==> config.mk <==
export PLATFORM = sky130hd
export DESIGN_NAME = irq_level_filter
export DESIGN_NICKNAME = d
export VERILOG_FILES = /design/src/rtl/irqf_pkg.sv /design/src/rtl/irqf_key_reg.sv /design/src/rtl/irqf_qualify.sv /design/src/rtl/irqf_arbiter.sv /design/src/rtl/irq_level_filter.sv
export SDC_FILE = /design/constraint.sdc
export NUM_CORES = 1
export LEC_CHECK = 0
export ABC_AREA = 1
export ABC_CLOCK_PERIOD_IN_PS = 10950
export BUFFER_PORTS_ARGS = -buffer_cell sky130_fd_sc_hd__buf_4
export CORE_AREA = 3 3 124 78
export DETAILED_ROUTE_END_ITERATION = 12
export DIE_AREA = 0 0 127 81
export GPL_TIMING_DRIVEN = 0
export PLACE_DENSITY = 0.66
export RECOVER_POWER = 50
export SETUP_SLACK_MARGIN = 0.5
export SYNTH_ARGS = -nofsm -noshare
export SYNTH_HDL_FRONTEND = slang
export SYNTH_SLANG_ARGS = --single-unit
==> constraint.sdc <==
create_clock -name clk -period 10.95 [get_ports clk]
set_input_delay 2.19 -clock clk [delete_from_list [all_inputs] [get_ports clk]]
set_output_delay 2.19 -clock clk [all_outputs]
set_load 0.01 [all_outputs]
==> src/rtl/irqf_pkg.sv <==
package irqf_pkg;
    localparam int LVL_W    = 4;
    localparam int DATA_W   = 32;
    localparam int KEY_W    = 8;
    localparam int FIELD_LSB = 4;
    localparam logic [KEY_W-1:0] WR_KEY = 8'hA5;
    localparam logic [LVL_W-1:0] LVL_MAX = {LVL_W{1'b1}};

    typedef struct packed {
        logic [LVL_W-1:0] thresh;
    } thr_state_t;
endpackage

==> src/rtl/irqf_key_reg.sv <==
module irqf_key_reg
    import irqf_pkg::*;
(
    input  logic              clk,
    input  logic              rst_n,
    input  logic              we,
    input  logic [DATA_W-1:0] wdata,
    output logic [DATA_W-1:0] rdata,
    output logic [LVL_W-1:0]  thresh
);
    localparam int KEY_LSB = DATA_W - KEY_W;

    thr_state_t st_d, st_q;
    logic       key_ok;

    always_comb begin
        st_d   = st_q;
        key_ok = (wdata[DATA_W-1:KEY_LSB] == WR_KEY);
        if (we && key_ok) begin
            st_d.thresh = wdata[FIELD_LSB +: LVL_W];
        end
    end

    always_ff @(posedge clk or negedge rst_n) begin
        if (!rst_n) begin
            st_q <= '0;
        end else begin
            st_q <= st_d;
        end
    end

    always_comb begin
        rdata = '0;
        rdata[FIELD_LSB +: LVL_W] = st_q.thresh;
    end

    assign thresh = st_q.thresh;

    p_keyed_load_r2: assert property (@(posedge clk) disable iff (!rst_n)
        (we && wdata[DATA_W-1:KEY_LSB] == WR_KEY)
            |=> thresh == $past(wdata[FIELD_LSB +: LVL_W]));

    p_bad_key_hold_r3: assert property (@(posedge clk) disable iff (!rst_n)
        (we && wdata[DATA_W-1:KEY_LSB] != WR_KEY) |=> $stable(thresh));

    p_idle_hold_r12: assert property (@(posedge clk) disable iff (!rst_n)
        !we |=> $stable(thresh));

    p_read_zeros_r1: assert property (@(posedge clk) disable iff (!rst_n)
        rdata[DATA_W-1:FIELD_LSB+LVL_W] == '0 && rdata[FIELD_LSB-1:0] == '0);
endmodule

==> src/rtl/irqf_qualify.sv <==
module irqf_qualify
    import irqf_pkg::*;
#(
    parameter int NUM_SRC = 8
) (
    input  logic [NUM_SRC-1:0]       req,
    input  logic [NUM_SRC*LVL_W-1:0] lvl,
    input  logic [NUM_SRC-1:0]       msk,
    input  logic [LVL_W-1:0]         thresh,
    input  logic [LVL_W-1:0]         cpu_lvl,
    output logic [NUM_SRC-1:0]       qual
);
    for (genvar g = 0; g < NUM_SRC; g++) begin : g_src
        logic [LVL_W-1:0] my_lvl;
        logic             above_user;
        logic             above_cpu;
        always_comb begin
            my_lvl     = lvl[g*LVL_W +: LVL_W];
            above_user = (my_lvl > thresh);
            above_cpu  = (my_lvl > cpu_lvl);
            qual[g]    = req[g] & ~msk[g] & above_user & above_cpu;
        end
    end
endmodule

==> src/rtl/irqf_arbiter.sv <==
module irqf_arbiter
    import irqf_pkg::*;
#(
    parameter int NUM_SRC = 8,
    localparam int IDX_W  = (NUM_SRC > 1) ? $clog2(NUM_SRC) : 1
) (
    input  logic [NUM_SRC-1:0]       qual,
    input  logic [NUM_SRC*LVL_W-1:0] lvl,
    output logic                     found,
    output logic [IDX_W-1:0]         win_idx
);
    logic [LVL_W-1:0] best_lvl;

    always_comb begin
        found    = 1'b0;
        win_idx  = '0;
        best_lvl = '0;
        for (int i = 0; i < NUM_SRC; i++) begin
            if (qual[i] && (!found || lvl[i*LVL_W +: LVL_W] > best_lvl)) begin
                found    = 1'b1;
                best_lvl = lvl[i*LVL_W +: LVL_W];
                win_idx  = IDX_W'(i);
            end
        end
    end
endmodule

==> src/rtl/irq_level_filter.sv <==
module irq_level_filter
    import irqf_pkg::*;
#(
    parameter int NUM_SRC = 8,
    localparam int IDX_W  = (NUM_SRC > 1) ? $clog2(NUM_SRC) : 1
) (
    input  logic                     clk,
    input  logic                     rst_n,
    input  logic                     reg_we,
    input  logic [31:0]              reg_wdata,
    output logic [31:0]              reg_rdata,
    input  logic [NUM_SRC-1:0]       src_req,
    input  logic [NUM_SRC*4-1:0]     src_lvl,
    input  logic [NUM_SRC-1:0]       src_msk,
    input  logic [3:0]               sr_imask,
    input  logic                     nmi,
    output logic                     acc_valid,
    output logic                     acc_nmi,
    output logic [IDX_W-1:0]         acc_idx
);
    typedef struct packed {
        logic             valid;
        logic             is_nmi;
        logic [IDX_W-1:0] idx;
    } dec_t;

    logic [LVL_W-1:0]   thresh;
    logic [NUM_SRC-1:0] qual;
    logic               found;
    logic [IDX_W-1:0]   win_idx;
    dec_t               dec_d, dec_q;

    irqf_key_reg u_key_reg (
        .clk    (clk),
        .rst_n  (rst_n),
        .we     (reg_we),
        .wdata  (reg_wdata),
        .rdata  (reg_rdata),
        .thresh (thresh)
    );

    irqf_qualify #(.NUM_SRC(NUM_SRC)) u_qualify (
        .req     (src_req),
        .lvl     (src_lvl),
        .msk     (src_msk),
        .thresh  (thresh),
        .cpu_lvl (sr_imask),
        .qual    (qual)
    );

    irqf_arbiter #(.NUM_SRC(NUM_SRC)) u_arbiter (
        .qual    (qual),
        .lvl     (src_lvl),
        .found   (found),
        .win_idx (win_idx)
    );

    always_comb begin
        dec_d = '0;
        if (nmi) begin
            dec_d.valid  = 1'b1;
            dec_d.is_nmi = 1'b1;
        end else if (found) begin
            dec_d.valid = 1'b1;
            dec_d.idx   = win_idx;
        end
    end

    always_ff @(posedge clk or negedge rst_n) begin
        if (!rst_n) begin
            dec_q <= '0;
        end else begin
            dec_q <= dec_d;
        end
    end

    assign acc_valid = dec_q.valid;
    assign acc_nmi   = dec_q.is_nmi;
    assign acc_idx   = dec_q.idx;

    function automatic logic [LVL_W-1:0] lvl_at(input logic [NUM_SRC*LVL_W-1:0] v,
                                                input logic [IDX_W-1:0] k);
        return v[k*LVL_W +: LVL_W];
    endfunction

    p_nmi_bypass_r10: assert property (@(posedge clk) disable iff (!rst_n)
        nmi |=> (acc_valid && acc_nmi && acc_idx == '0));

    p_full_mask_r6: assert property (@(posedge clk) disable iff (!rst_n)
        (!nmi && thresh == LVL_MAX) |=> !acc_valid);

    p_idle_quiet_r11: assert property (@(posedge clk) disable iff (!rst_n)
        (!nmi && src_req == '0) |=> (!acc_valid && !acc_nmi && acc_idx == '0));

    p_above_thresh_r5: assert property (@(posedge clk) disable iff (!rst_n)
        (acc_valid && !acc_nmi) |-> lvl_at($past(src_lvl), acc_idx) > $past(thresh));

    p_unmasked_r7: assert property (@(posedge clk) disable iff (!rst_n)
        (acc_valid && !acc_nmi) |-> !(($past(src_msk) >> acc_idx) & 1'b1));

    p_above_cpu_r8: assert property (@(posedge clk) disable iff (!rst_n)
        (acc_valid && !acc_nmi) |-> lvl_at($past(src_lvl), acc_idx) > $past(sr_imask));

    p_nmi_flag_r10: assert property (@(posedge clk) disable iff (!rst_n)
        acc_nmi |-> acc_valid);
endmodule

# Word-level counts from Yosys, hierarchy flattened
# Cells that the tools add are included.
dict set report classes {
  bitwise 32
  order_cmp 23
  n_mux 27
  n_eq_ne 1
  n_reduce_logical 22
}
# op n
set ops {}
lappend ops {{4-bit greater-than comparator} 23}
lappend ops {{4-bit 2-to-1 mux} 7}
lappend ops {{1-bit bitwise AND} 24}
lappend ops {{3-bit 2-to-1 mux} 6}
lappend ops {{1-bit 2-to-1 mux} 12}
lappend ops {{8-bit equality test, second input constant} 1}
lappend ops {{1-bit logical AND} 8}
lappend ops {{1-bit inverter} 8}
lappend ops {{1-bit logical NOT} 7}
lappend ops {{1-bit logical OR} 7}
lappend ops {{2-bit 2-to-1 mux} 2}
dict set report totals {
  word_cells 109
  output_inout_bits 37
  in_bits 88
  register_bits 9
}

# Logic depth before layout (Yosys ltp)
# Gate-level depths: netlist (run 1).
dict set report logic_depth {
  ltp_word 35
  mapped_depth 82
  depth_no_buf 82
}

# By module
# Synthesis (run 1) repeated with hierarchy kept, for this count alone.
dict set report hier_totals {
  hier_cells 547
  area_unflattened_um2 3514.6
}
# module instances area_per_inst_um2 seq_area_each_um2 cells_each
set by_module_without_submodules {}
lappend by_module_without_submodules {irqf_qualify 1 1625.3 0.0 254}
lappend by_module_without_submodules {irqf_arbiter 1 1239.9 0.0 224}
lappend by_module_without_submodules {irqf_key_reg 1 495.5 100.1 57}
lappend by_module_without_submodules {irq_level_filter 1 153.9 125.1 12}

# Worst setup path after synthesis (run 1)
# No wires, ideal clock.
dict set report synth_path {
  path_type {in2reg}
  startpoint {input port sr_imask[3]}
  endpoint {register dec_q, in the netlist acc_idx[1]}
  setup_ns 0.113
  n_path_buf 0
  cell_stages 77
  arrival_ns 10.104
  required_time_ns 10.837
  path_slack_ns 0.733
  cell_sequence {inv_1 > ha_1 > nand2_1 > inv_2 > nand2_2 > nand2_1 > nor2_2 > nand3_4 > nor2_1 > inv_1 > ha_1 > nand2_1 > inv_1 > nand2_1 > nand2_1 > nand2_1 > nand3_2 > nand2_2 > [41 not listed] > o21bai_1 > nand2_1 > o21ai_0 > o21ai_2 > nand2_4 > or2_0 > nand2_1 > ha_1 > inv_1 > nor2_1 > o21bai_1 > nand2_1 > o21ai_0 > nand2_1 > nand2_1 > nand3_1 > nand2_1 > inv_1}
}
# item line
set synth_lines {}
lappend synth_lines {{start, declared} irq_level_filter.sv:15} ;# input logic [3:0] sr_imask,
lappend synth_lines {{end signal, assigned} irq_level_filter.sv:71} ;# dec_q <= '0;
lappend synth_lines {{end signal, assigned} irq_level_filter.sv:73} ;# dec_q <= dec_d;
lappend synth_lines {{end, declared} irq_level_filter.sv:31} ;# dec_t dec_d, dec_q;

==> summary.md, run 1 <==
| Metric | Value |
|---|---|
| Final Slew Violations | `0` |
| Num CTS Buffers | `3` |
| Synthesized area per cell | `6.77 um^2` |
| Worst-path clk slew | `0.04 ns` |
| Core Region | `8520 um^2` |
| Clock skew | `0.00344 ns` |
| Root buf cell | `clkbuf_16` |
| Top_reg_cell synth | `dfrtp_1` |
| Post-Synth Adder-Cell Area | `33.7%` |
| Antenna cells | `0` |
| Count leader, synth | `nand2_1` |
| Crit. End Element | `flop` |
| Boundary Pins | `125` |
| Slowest Stage Delay on Critical Path | `0.29 ns` |
| Share of power burned in registers | `13.0%` |
| Power density cells | `50.8 nW/um^2` |
| Nets | `839` |
| Final period util | `99.5%` |
| Setup-failing EPs final | `0` |
| DR pass1 iterations | `5` |
| Critical path launch point type | `primary input` |
| Post-DRT Antenna Nets | `0` |
| DRC viols | `0` |
| Worst slew pin tran | `0.647 ns` |
| Clock sinks | `9` |
| Final design area excluding fillers | `5520 um^2` |
| Area Overhead vs Synth | `61.6%` |
| Share of cells above drive strength 1 | `47.3%` |
| Synthesized area | `3410 um^2` |
| Largest net degree at the start of global routing | `11` |
| Fmax | `91.8 MHz` |
| Sequential area share after synthesis | `6.60%` |
| Mapped Cells | `504` |
| Gr ovfl total | `0` |
| Initial core utilization | `40.1%` |
| CP max-delay cell | `ha_4` |
| Number of flops mapped to enable cells by yosys | `0` |
| Placed instance area | `4230 um^2` |
| Commonest cells in the netlist | `nand2_1, ha_1, inv_1` |
| Outcome | `complete, no violations` |
| Vias | `4,006` |
| Post-CTS Hold Fix Bufs | `0` |
| XOR/XNOR Fraction of Synth Area | `0%` |
| HPWL Detailed | `8200 um` |
| DR iter-0 viols | `229` |
| Vias in the first global route | `3,410` |
| Crit Path Class | `primary input to flop` |
| Portion of netlist area occupied by mux cells | `0.330%` |
| Die area | `10,300 um^2` |
| Synth top area share | `33.7%` |
| Top cells by area, synth | `ha_1, nand2_1, inv_1` |
| Hold Path Depth | `2` |
| Vias per Instance | `5.20` |
| Die X | `127 um` |
| Die Ht | `81 um` |
| R2r worst-path depth | `77` |
| Htree depth | `1` |
| Comb pwr share | `64.0%` |
| I/O Buffers | `76` |
| Max_cap viols | `0` |
| Clk buf depth | `2` |
| Total Negative Setup Slacks | `0 ns` |
| Max IR drop VDD | `0.0499 mV` |
| Gr usage total | `19.8%` |
| CTS tree | `yes` |
| First-pass GRT wire length | `16,500 um` |
| CP max FO | `7` |
| Final Critical Period | `10.90 ns` |
| Synth area leader | `ha_1` |
| Critical Path RT | `11.07 ns` |
| Netlist cell types | `38` |
| Pint | `0.167 mW` |
| Final WL | `13,000 um` |
| Clock Latency Late Sink | `0.23 ns` |
| RSZ-0062 raised after global routing | `yes` |
| Final hold violation count | `0` |
| Ys Warns | `0` |
| Slew margin rel. | `56.8%` |
| Site Rows | `26` |
| Initial antenna violation count | `0` |
| WL per Instance | `16.9 um` |
| Worst EP arrival | `11.02 ns` |
| Largest family of logic cells by synthesized area | `adder cells` |
| Synth Register Bits | `9` |
| Sw Ratio | `40.4%` |
| FFs w/ async S/R, synth | `100%` |
| Placer Congestion | `0.833` |
| Synth Area in Compound Gates | `12.3%` |
| Leak | `2.92 nW` |
| Simple-gate portion of the synthesized area | `31.5%` |
| Worst hold-check path type | `flop to flop` |
| Clock share of power | `23.0%` |
| Psw | `0.113 mW` |
==> critical path: cells and delay by family <==
family | cells | cell delay [ns]
adder cells (fa/ha/maj) | 7 | 1.65
AO/OA/AOI/OAI | 14 | 1.68
buffers and inverters | 20 | 1.93
AND/OR/NAND/NOR | 37 | 3.47
==> state kept, by name, summed over array words and instances, names as in the netlist <==
signal / cells
u_key_reg.thresh: 4
acc_idx: 3
acc_nmi: 1
acc_valid: 1
==> cell families after synthesis <==
group	after synthesis
buffers and inverters	113
other	1
muxes	1
and+or+nand+nor	215
AOI/OAI and AO/OA	73
adders and majority gates	92
DFF	9
==> worst paths after layout <==
| check | from | endpoint | slack [ns] |
|---|---|---|---|
| max | sr_imask[2] | acc_idx[1] | 0.05 |
| min | u_key_reg.thresh[2] | u_key_reg.thresh[2] | 0.88 |
| max in group asynchronous | rst_n | acc_idx[0] | 8.74 |
| max reg2reg | u_key_reg.thresh[1] | acc_idx[1] | 1.30 |
| min reg2reg | u_key_reg.thresh[2] | u_key_reg.thresh[2] | 0.88 |
| min in group asynchronous | rst_n | acc_nmi | 1.88 |
==> what timing repair did <==
| action | CTS | global route |
|---|---|---|
| pin swaps | 33 | 73 |
| endpoints found under the setup margin | 3 | 3 |
| resized for setup | 51 | 139 |
| buffers inserted | 30 | 17 |
==> area by class of cell <==
type | count | area (um^2)
Multi-Input combinational cell | 409 | 3550
Timing Repair Buffer | 123 | 968
Clock buffer | 4 | 78.8
Inverter | 85 | 345
Fill cell | 688 | 3010
Tap cell | 112 | 140
Buffer | 28 | 210
Sequential cell | 9 | 225
==> layer usage <==
layer / track usage [%] / up-vias / wire length [um] / share of wire, %
met5: 0 / - / 0 / 0
met3: 2.63 / 16 / 928 / 7.1
met2: 33.3 / 184 / 6100 / 47
li1: - / 1930 / - / -
met4: 2.03 / 0 / 183 / 1.4
met1: 28.1 / 1876 / 5800 / 45
==> through the flow <==
step                      utilization [%]  std cells  worst slack [ns]  power, mW  hold slack, ns
after global placement               49.6        719            -0.574      0.163           0.796
after floorplan                         -        531             0.733      0.121           0.690
final                                64.7        770            0.0520      0.280           0.875
after global routing                 64.7        770            -0.388      0.301           0.902
after detailed placement             49.6        719            -0.775      0.169           0.808
after CTS                            55.8        753             0.502      0.244           0.847
==> power by group through the flow <==
| stage | clock, mW | combinational (mW) | sequential (mW) |
|---|---|---|---|
| finish | 0.0645 | 0.179 | 0.0365 |
| global route | 0.0669 | 0.197 | 0.0367 |
| CTS | 0.0647 | 0.143 | 0.0365 |
| detailed placement | 0 | 0.132 | 0.0369 |
| global placement | 0 | 0.126 | 0.0369 |
| floorplan | 0 | 0.0841 | 0.0372 |
==> layout by cell type, fill, tap and decap left out, drive strengths merged <==
cell type / instances
ha: 92
nor3b: 1
clkbuf: 9
a21o: 1
nor4b: 1
dfrtp: 9
nand3b: 1
buf: 146
mux2: 1
o21a: 1
nor3: 2
conb: 28
o211ai: 4
nor2: 29
a41oi: 1
inv: 82
nand2: 118
o21ai: 19
nand3: 41
a31oi: 1
clkinvlp: 3
o21bai: 4
o2111a: 1
nand4: 7
o31ai: 1
or2: 3
a21oi: 40
and2: 12
Note: power is estimated with default switching activity, not from simulation.
==> run 2, diff against run 1 <==
--- a/config.mk
+++ b/config.mk
@@ -6,15 +6,16 @@
 export NUM_CORES = 1
 export LEC_CHECK = 0
 export ABC_AREA = 1
-export ABC_CLOCK_PERIOD_IN_PS = 10950
+export ABC_CLOCK_PERIOD_IN_PS = 9800
 export BUFFER_PORTS_ARGS = -buffer_cell sky130_fd_sc_hd__buf_4
 export CORE_AREA = 3 3 124 78
 export DETAILED_ROUTE_END_ITERATION = 12
 export DIE_AREA = 0 0 127 81
 export GPL_TIMING_DRIVEN = 0
-export PLACE_DENSITY = 0.66
+export PLACE_DENSITY = 0.68
 export RECOVER_POWER = 50
 export SETUP_SLACK_MARGIN = 0.5
+export SLEW_MARGIN = 20
 export SYNTH_ARGS = -nofsm -noshare
 export SYNTH_HDL_FRONTEND = slang
 export SYNTH_SLANG_ARGS = --single-unit
==> constraint.sdc (replaced) <==
create_clock -name clk -period 9.8 [get_ports clk]
set_input_delay 1.96 -clock clk [delete_from_list [all_inputs] [get_ports clk]]
set_output_delay 1.96 -clock clk [all_outputs]
set_load 0.01 [all_outputs]
==> run 2 against run 1 <==
The run now ends with setup timing left. Sequential share of layout area grew 0.058 points. First-iteration DRC count grew 3.1%. Global-route usage grew 2.6 points. Power grew 9.5%. Critical path type unchanged.
==> summary.md, run 2 (synthesis gave the netlist of run 1 again) <==
| Metric | Value |
|---|---|
| Slew margin rel. | `59.3% (was 56.8%)` |
| Worst hold-check path type | `flop to flop (unchanged)` |
| Clock share of power | `23.4% (was 23.0%)` |
| Final hold violation count | `0 (unchanged)` |
| Total Negative Setup Slacks | `-2.43 ns (was 0 ns)` |
| RSZ-0062 raised after global routing | `yes (unchanged)` |
| Pint | `0.184 mW (was 0.167 mW)` |
| Initial core utilization | `40.1% (unchanged)` |
| Leak | `2.98 nW (was 2.92 nW)` |
| HPWL Detailed | `8280 um (was 8200 um)` |
| R2r worst-path depth | `77 (unchanged)` |
| DR pass1 iterations | `5 (unchanged)` |
| Sw Ratio | `40.1% (was 40.4%)` |
| Outcome | `complete, but fails checks (was complete, no violations)` |
| Max IR drop VDD | `0.0624 mV (was 0.0499 mV)` |
| Final Critical Period | `10.61 ns` |
| WL per Instance | `16.1 um (was 16.9 um)` |
| Pre-CTS WS | `-1.23 ns (was -0.775 ns)` |
| Placer Congestion | `0.882 (was 0.833)` |
| Vias | `4,042 (was 4,006)` |
| Core Region | `8520 um^2 (unchanged)` |
| First-pass GRT wire length | `18,800 um (was 16,500 um)` |
| Worst path bufs/invs | `11 (was 20)` |
| Initial antenna violation count | `0 (unchanged)` |
| Final hold slack | `0.810 ns (was 0.875 ns)` |
| Hold Path Depth | `2 (unchanged)` |
| Power density cells | `56.4 nW/um^2 (was 50.8 nW/um^2)` |
| DR iter-0 viols | `236 (was 229)` |
| Critical path launch point type | `primary input (unchanged)` |
| Root buf cell | `clkbuf_16 (unchanged)` |
| Gr ovfl total | `0 (unchanged)` |
| Post-route setup slack | `-0.811 ns (was 0.0520 ns)` |
| Max reg flops | `4 (unchanged)` |
| Flop2flop setup slack | `0.34 ns (was 1.30 ns)` |
| Final WL | `12,700 um (was 13,000 um)` |
| Clock sinks | `9 (unchanged)` |
| DRC viols | `0 (unchanged)` |
| Largest net degree at the start of global routing | `11 (unchanged)` |
| CTS tree | `yes (unchanged)` |
| Commonest non-fill, non-tap cells in the layout | `buf_4, nand2_1, ha_1, inv_1, a21oi_1 (was buf_4, nand2_1, ha_1, inv_1, nand2_2)` |
| Htree depth | `1 (unchanged)` |
| Vias in the first global route | `3,891 (was 3,410)` |
| Die Ht | `81 um (unchanged)` |
| Die X | `127 um (unchanged)` |
| Setup-failing EPs final | `3 (was 0)` |
| Gr usage total | `22.4% (was 19.8%)` |
| Most common cell after layout, fill and taps aside | `buf_4 (unchanged)` |
| Reg2reg end | `acc_idx[1] (unchanged)` |
| HP Start | `u_key_reg.thresh[1] (was u_key_reg.thresh[2])` |
| Num CTS Buffers | `3 (unchanged)` |
| Worst Hold Path EP | `u_key_reg.thresh[1] (was u_key_reg.thresh[2])` |
| Crit Reg-Reg Startpoint | `u_key_reg.thresh[3] (was u_key_reg.thresh[1])` |
| Comb pwr share | `63.3% (was 64.0%)` |
| Post-CTS Hold Fix Bufs | `0 (unchanged)` |
| Final Slew Violations | `0 (unchanged)` |
| Worst EP arrival | `10.74 ns (was 11.02 ns)` |
| Share of cells above drive strength 1 | `45.5% (was 47.3%)` |
| Failing checks | `setup timing` |
| Clk buf depth | `2 (unchanged)` |
| I/O Buffers | `76 (unchanged)` |
| Worst slew pin tran | `0.610 ns (was 0.647 ns)` |
| Psw | `0.123 mW (was 0.113 mW)` |
| Antenna cells | `0 (unchanged)` |
| CP max FO | `8 (was 7)` |
| Critical Path RT | `9.93 ns (was 11.07 ns)` |
| Post-DRT Antenna Nets | `0 (unchanged)` |
| Final period util | `108%` |
| Crit. End Element | `flop (unchanged)` |
| Boundary Pins | `125 (unchanged)` |
| Vias per Instance | `5.14 (was 5.20)` |
| Site Rows | `26 (unchanged)` |
| Clock Latency Late Sink | `0.23 ns (about the same)` |
| Fillers | `691 (was 688)` |
| Clock skew | `0.00143 ns (was 0.00344 ns)` |
| Area Overhead vs Synth | `59.3% (was 61.6%)` |
| Fmax | `94.2 MHz` |
| Slowest Stage Delay on Critical Path | `0.31 ns (was 0.29 ns)` |
| Crit path max-delay family | `simple AND/OR/NAND/NOR gates (unchanged)` |
| Share of power burned in registers | `13.4% (was 13.0%)` |
| Max_cap viols | `0 (unchanged)` |
| CP max-delay cell | `ha_4 (unchanged)` |
| Die area | `10,300 um^2 (unchanged)` |
| Nets | `855 (was 839)` |
| Worst-path clk slew | `0.04 ns (about the same)` |
| Crit Path Class | `primary input to flop (unchanged)` |
[run 2: cell count changes in the layout (fill, tap and decap cells not counted), moves of 3 or more]
cell	delta
ha_1	+6
nand3_2	+7
nand2_1	+6
and2_1	+4
buf_4	+25
nand2_2	-4
buf_6	-8
inv_1	+3
inv_2	-5
nand3_4	-8
ha_4	-8
and2_4	-4
[run 2: final cells by class]
class	count	area, um^2	share of cell area, %
plain buffers	28	210	3.86
clock buffers	4	78.8	1.45
inverters	85	352	6.46
multi-input cells	409	3370	62.0
flip-flops and latches	9	225	4.14
well taps	112	140	2.58
repair buffers	139	1060	19.5
[run 2: worst min-delay path: stages (launching register included)]
cell and delay, ns:
dfrtp_1 0.34, inv_1 0.22, a21oi_1 0.20
[run 2: worst max-delay path by stage]
stage	cells after the start	slack, ns	startpoint	endpoint
floorplan	78	0.06	sr_imask[3]	acc_idx[1]
global placement	79	-1.02	sr_imask[3]	acc_idx[1]
detailed placement	76	-1.23	sr_imask[3]	acc_idx[1]
CTS	76	-0.26	sr_imask[1]	acc_idx[1]
global route	76	-1.24	sr_imask[1]	acc_idx[1]
finish	76	-0.81	sr_imask[1]	acc_idx[1]
[run 2: metal layers]
layer  global-route usage, %  up-vias  wire, um
met5                       0        -         0
met4                    3.96        0       189
met2                    39.1      220      5880
met1                    30.3     1829      5430
met3                    2.69       24      1180
li1                        -     1969         -
[run 2: metrics by stage]
stage	instances	instance area (um^2)	total power, mW	utilization, %
floorplan	531	3610	0.139	-
global placement	719	4320	0.187	50.7
detailed placement	719	4320	0.194	50.7
CTS	775	5100	0.287	59.9
global route	786	5440	0.331	63.8
finish	786	5440	0.307	63.8
[run 2: what timing repair did]
item                       in CTS  in global routing
setup endpoints to repair       3                  3
resized for setup              64                 62
buffers inserted               52                 11
pin swaps                      65                 25
[run 2: power groups by stage]
stage,clock [mW],sequential [mW],combinational [mW]
finish,0.0717,0.0410,0.194
CTS,0.0722,0.0410,0.174
global route,0.0762,0.0411,0.214
detailed placement,0,0.0414,0.152
floorplan,0,0.0415,0.0972
global placement,0,0.0413,0.146
==> run 3, diff against run 2 <==
--- a/config.mk
+++ b/config.mk
@@ -5,14 +5,13 @@
 export SDC_FILE = /design/constraint.sdc
 export NUM_CORES = 1
 export LEC_CHECK = 0
-export ABC_AREA = 1
 export ABC_CLOCK_PERIOD_IN_PS = 9800
 export BUFFER_PORTS_ARGS = -buffer_cell sky130_fd_sc_hd__buf_4
-export CORE_AREA = 3 3 124 78
+export CORE_AREA = 3 3 121 77
 export DETAILED_ROUTE_END_ITERATION = 12
-export DIE_AREA = 0 0 127 81
+export DIE_AREA = 0 0 124 80
 export GPL_TIMING_DRIVEN = 0
-export PLACE_DENSITY = 0.68
+export PLACE_DENSITY = 0.69
 export RECOVER_POWER = 50
 export SETUP_SLACK_MARGIN = 0.5
 export SLEW_MARGIN = 20
==> run 3 against run 2 <==
The run still ends with setup timing left. Synthesized cell count fell by 24%. Die area down 3.6%. Global-route usage decreased by 1.0 points. Non-clock buffer count decreased by 21. Utilization shrank 6.4 points. Sequential power increased by 1%. Clock-buffer cell count did not move. Critical path depth shrank 10. Worst hold slack lost 0.27 ns. Register-to-register slack worse by 1.9 ns. Sequential cell count did not move. Largest cell class unchanged. Largest power group unchanged. Highest routed layer unchanged.
==> summary.md, run 3 <==
| Metric | Value |
|---|---|
| Num CTS Buffers | `3 (unchanged)` |
| Area Overhead vs Synth | `46.2% (was 59.3%)` |
| RSZ-0062 raised after global routing | `yes (unchanged)` |
| Post-route insts no fill | `640 (was 786)` |
| Core Region | `8330 um^2 (was 8520 um^2)` |
| XOR/XNOR Fraction of Synth Area | `0% (unchanged)` |
| Worst-path clk slew | `0.04 ns (about the same)` |
| I/O Buffers | `76 (unchanged)` |
| Nets | `709 (was 855)` |
| Post-Synth Adder-Cell Area | `35.2% (was 33.7%)` |
| Post-DRT Antenna Nets | `0 (unchanged)` |
| DP Cell Count | `597 (was 719)` |
| DR pass1 iterations | `6 (was 5)` |
| Root buf cell | `clkbuf_16 (unchanged)` |
| Final hold slack | `0.538 ns (was 0.810 ns)` |
| Largest net degree at the start of global routing | `11 (unchanged)` |
| Portion of netlist area occupied by mux cells | `2.98% (was 0.330%)` |
| Top_reg_cell synth | `dfrtp_1 (unchanged)` |
| Failing checks | `setup timing (unchanged)` |
| Clock skew | `0.00515 ns (was 0.00143 ns)` |
| Die Ht | `80 um (was 81 um)` |
| Commonest cells in the netlist | `ha_1, a21oi_1, buf_4 (was nand2_1, ha_1, inv_1)` |
| Gr ovfl total | `0 (unchanged)` |
| Mapped Cells | `382 (was 504)` |
| Fmax | `80.5 MHz (was 94.2 MHz)` |
| Commonest non-fill, non-tap cells in the layout | `buf_4, ha_1, a21oi_1, conb_1, nand4_1 (was buf_4, nand2_1, ha_1, inv_1, a21oi_1)` |
| Site Rows | `26 (unchanged)` |
| Netlist cell types | `55 (was 38)` |
| CP max-delay cell | `mux2_4 (was ha_4)` |
| Crit Path Class | `primary input to flop (unchanged)` |
| Die X | `124 um (was 127 um)` |
| Top cells by area, synth | `ha_1, dfrtp_1, buf_4 (was ha_1, nand2_1, inv_1)` |
| Slew margin rel. | `62.5% (was 59.3%)` |
| Synth Register Bits | `9 (unchanged)` |
| Synth Area in Compound Gates | `26.9% (was 12.3%)` |
| Most common cell after layout, fill and taps aside | `buf_4 (unchanged)` |
| Number of flops mapped to enable cells by yosys | `0 (unchanged)` |
| Post-CTS Hold Fix Bufs | `0 (unchanged)` |
| Leak | `2.27 nW (was 2.98 nW)` |
| Synthesized area | `3270 um^2 (was 3410 um^2)` |
| Boundary Pins | `125 (unchanged)` |
| Count leader, synth | `ha_1 (was nand2_1)` |
| Die area | `9920 um^2 (was 10,300 um^2)` |
| Slowest Stage Delay on Critical Path | `0.35 ns (was 0.31 ns)` |
| Crit. End Element | `flop (unchanged)` |
| Flop2flop setup slack | `-1.52 ns (was 0.34 ns)` |
| Synth top area share | `35.2% (was 33.7%)` |
| Antenna cells | `0 (unchanged)` |
| HPWL Detailed | `8450 um (was 8280 um)` |
| Post-route setup slack | `-2.62 ns (was -0.811 ns)` |
| Vias in the first global route | `3,383 (was 3,891)` |
| Max_cap viols | `0 (unchanged)` |
| DR iter-0 viols | `175 (was 236)` |
| Max IR drop VDD | `0.0669 mV (was 0.0624 mV)` |
| Most frequent CP cell | `o21a_1` |
| Max reg flops | `4 (unchanged)` |
| Htree depth | `1 (unchanged)` |
| Outcome | `complete, but fails checks (unchanged)` |
| Initial core utilization | `39.3% (was 40.1%)` |
| Share of cells above drive strength 1 | `41.9% (was 45.5%)` |
| Setup-failing EPs final | `3 (unchanged)` |
| Sequential area share after synthesis | `6.88% (was 6.60%)` |
| Final Slew Violations | `0 (unchanged)` |
| Synthesized area per cell | `8.57 um^2 (was 6.77 um^2)` |
| Synth area leader | `ha_1 (unchanged)` |
| Clock Latency Late Sink | `0.23 ns (about the same)` |
| Vias per Instance | `5.48 (was 5.14)` |
| CTS tree | `yes (unchanged)` |
| Clk buf depth | `2 (unchanged)` |
| Initial antenna violation count | `0 (unchanged)` |
| Ys Warns | `0 (unchanged)` |
| Crit path max-delay family | `compound AO/OA/AOI/OAI gates (was simple AND/OR/NAND/NOR gates)` |
| First-pass GRT wire length | `16,700 um (was 18,800 um)` |
| Simple-gate portion of the synthesized area | `18.2% (was 31.5%)` |
| WL per Instance | `17.0 um (was 16.1 um)` |
| Critical path launch point type | `primary input (unchanged)` |
| Gr usage total | `21.4% (was 22.4%)` |
| Worst path bufs/invs | `6 (was 11)` |
| Placer Congestion | `0.883 (was 0.882)` |
| Critical Path RT | `9.94 ns (was 9.93 ns)` |
| Worst hold-check path type | `flop to flop (unchanged)` |
| Final period util | `127% (was 108%)` |
| Final hold violation count | `0 (unchanged)` |
| Final Critical Period | `12.42 ns (was 10.61 ns)` |
| Final WL | `10,900 um (was 12,700 um)` |
| Worst EP arrival | `12.56 ns (was 10.74 ns)` |
| Clock sinks | `9 (unchanged)` |
| Worst slew pin tran | `0.556 ns (was 0.610 ns)` |
| FFs w/ async S/R, synth | `100% (unchanged)` |
| Largest family of logic cells by synthesized area | `adder cells (unchanged)` |
| Power density cells | `74.1 nW/um^2 (was 56.4 nW/um^2)` |
| Vias | `3,509 (was 4,042)` |
| DRC viols | `0 (unchanged)` |
| CP max FO | `8 (unchanged)` |
run 3: kinds of logic (layout without fill, tap and decap cells):
logic type               count (synthesis)  count (layout)
flip-flops                               9               9
AO/OA/AOI/OAI                          120             120
multiplexers                             8               8
AND/OR/NAND/NOR                         96              96
buffers and inverters                   56             175
other                                    1              28
adder cells (fa/ha/maj)                 92              92
run 3: cell type report:
| type | instances | area (um^2) |
|---|---|---|
| well taps | 112 | 140 |
| flip-flops and latches | 9 | 225 |
| repair buffers | 115 | 852 |
| clock buffers | 4 | 78.8 |
| fillers | 738 | 3540 |
| multi-input cells | 344 | 3140 |
| plain buffers | 31 | 244 |
| inverters | 25 | 105 |
run 3: power breakdown:
part	switching [mW]	internal, mW	leakage (nW)
Clock	0.0169	0.0543	0.0382
Combinational	0.121	0.121	2.11
Sequential	0.00193	0.0396	0.119
run 3: final timing paths:
kind | from | end | cells past startpoint
hold / removal | u_key_reg.thresh[2] | u_key_reg.thresh[2] | 1
hold reg to reg | u_key_reg.thresh[2] | u_key_reg.thresh[2] | 1
setup / recovery | src_lvl[0] | acc_idx[2] | 66
min in group asynchronous | rst_n | acc_idx[2] | 1
setup reg to reg | u_key_reg.thresh[3] | acc_idx[2] | 65
max in group asynchronous | rst_n | u_key_reg.thresh[1] | 1
run 3: per-stage QoR:
stage	power [mW]	setup TNS [ns]	cell area (um^2)	util [%]	setup slack (ns)
final	0.355	-7.65	4780	57.5	-2.62
after CTS	0.338	-7.21	4680	56.2	-2.45
after global placement	0.235	-10.10	4240	50.9	-3.38
after floorplan	0.177	-6.74	3530	-	-2.27
after global routing	0.381	-9.45	4780	57.5	-3.20
after detailed placement	0.244	-10.83	4240	50.9	-3.63
run 3: worst reg2reg max path, delay by kind of cell (launching register included):
kind	cells	cell delay [ns]
muxes	1	0.35
DFF	1	0.39
AOI/OAI and AO/OA	34	5.43
adders and majority gates	8	2.29
and+or+nand+nor	17	1.83
buffers and inverters	5	0.93
run 3: timing repair:
item / CTS / global route
buffers inserted: 30 / 9
gates resized for setup: 21 / 14
setup endpoints to repair: 3 / 3
pin swaps: 32 / 3
run 3: per-layer routing:
metal,global-route usage [%],vias to the layer above,share of wire (%)
li1,-,1718,-
met1,31.4,1644,49
met2,33.7,143,43
met3,3.97,4,8.6
met4,1.75,0,0.29
met5,0,-,0
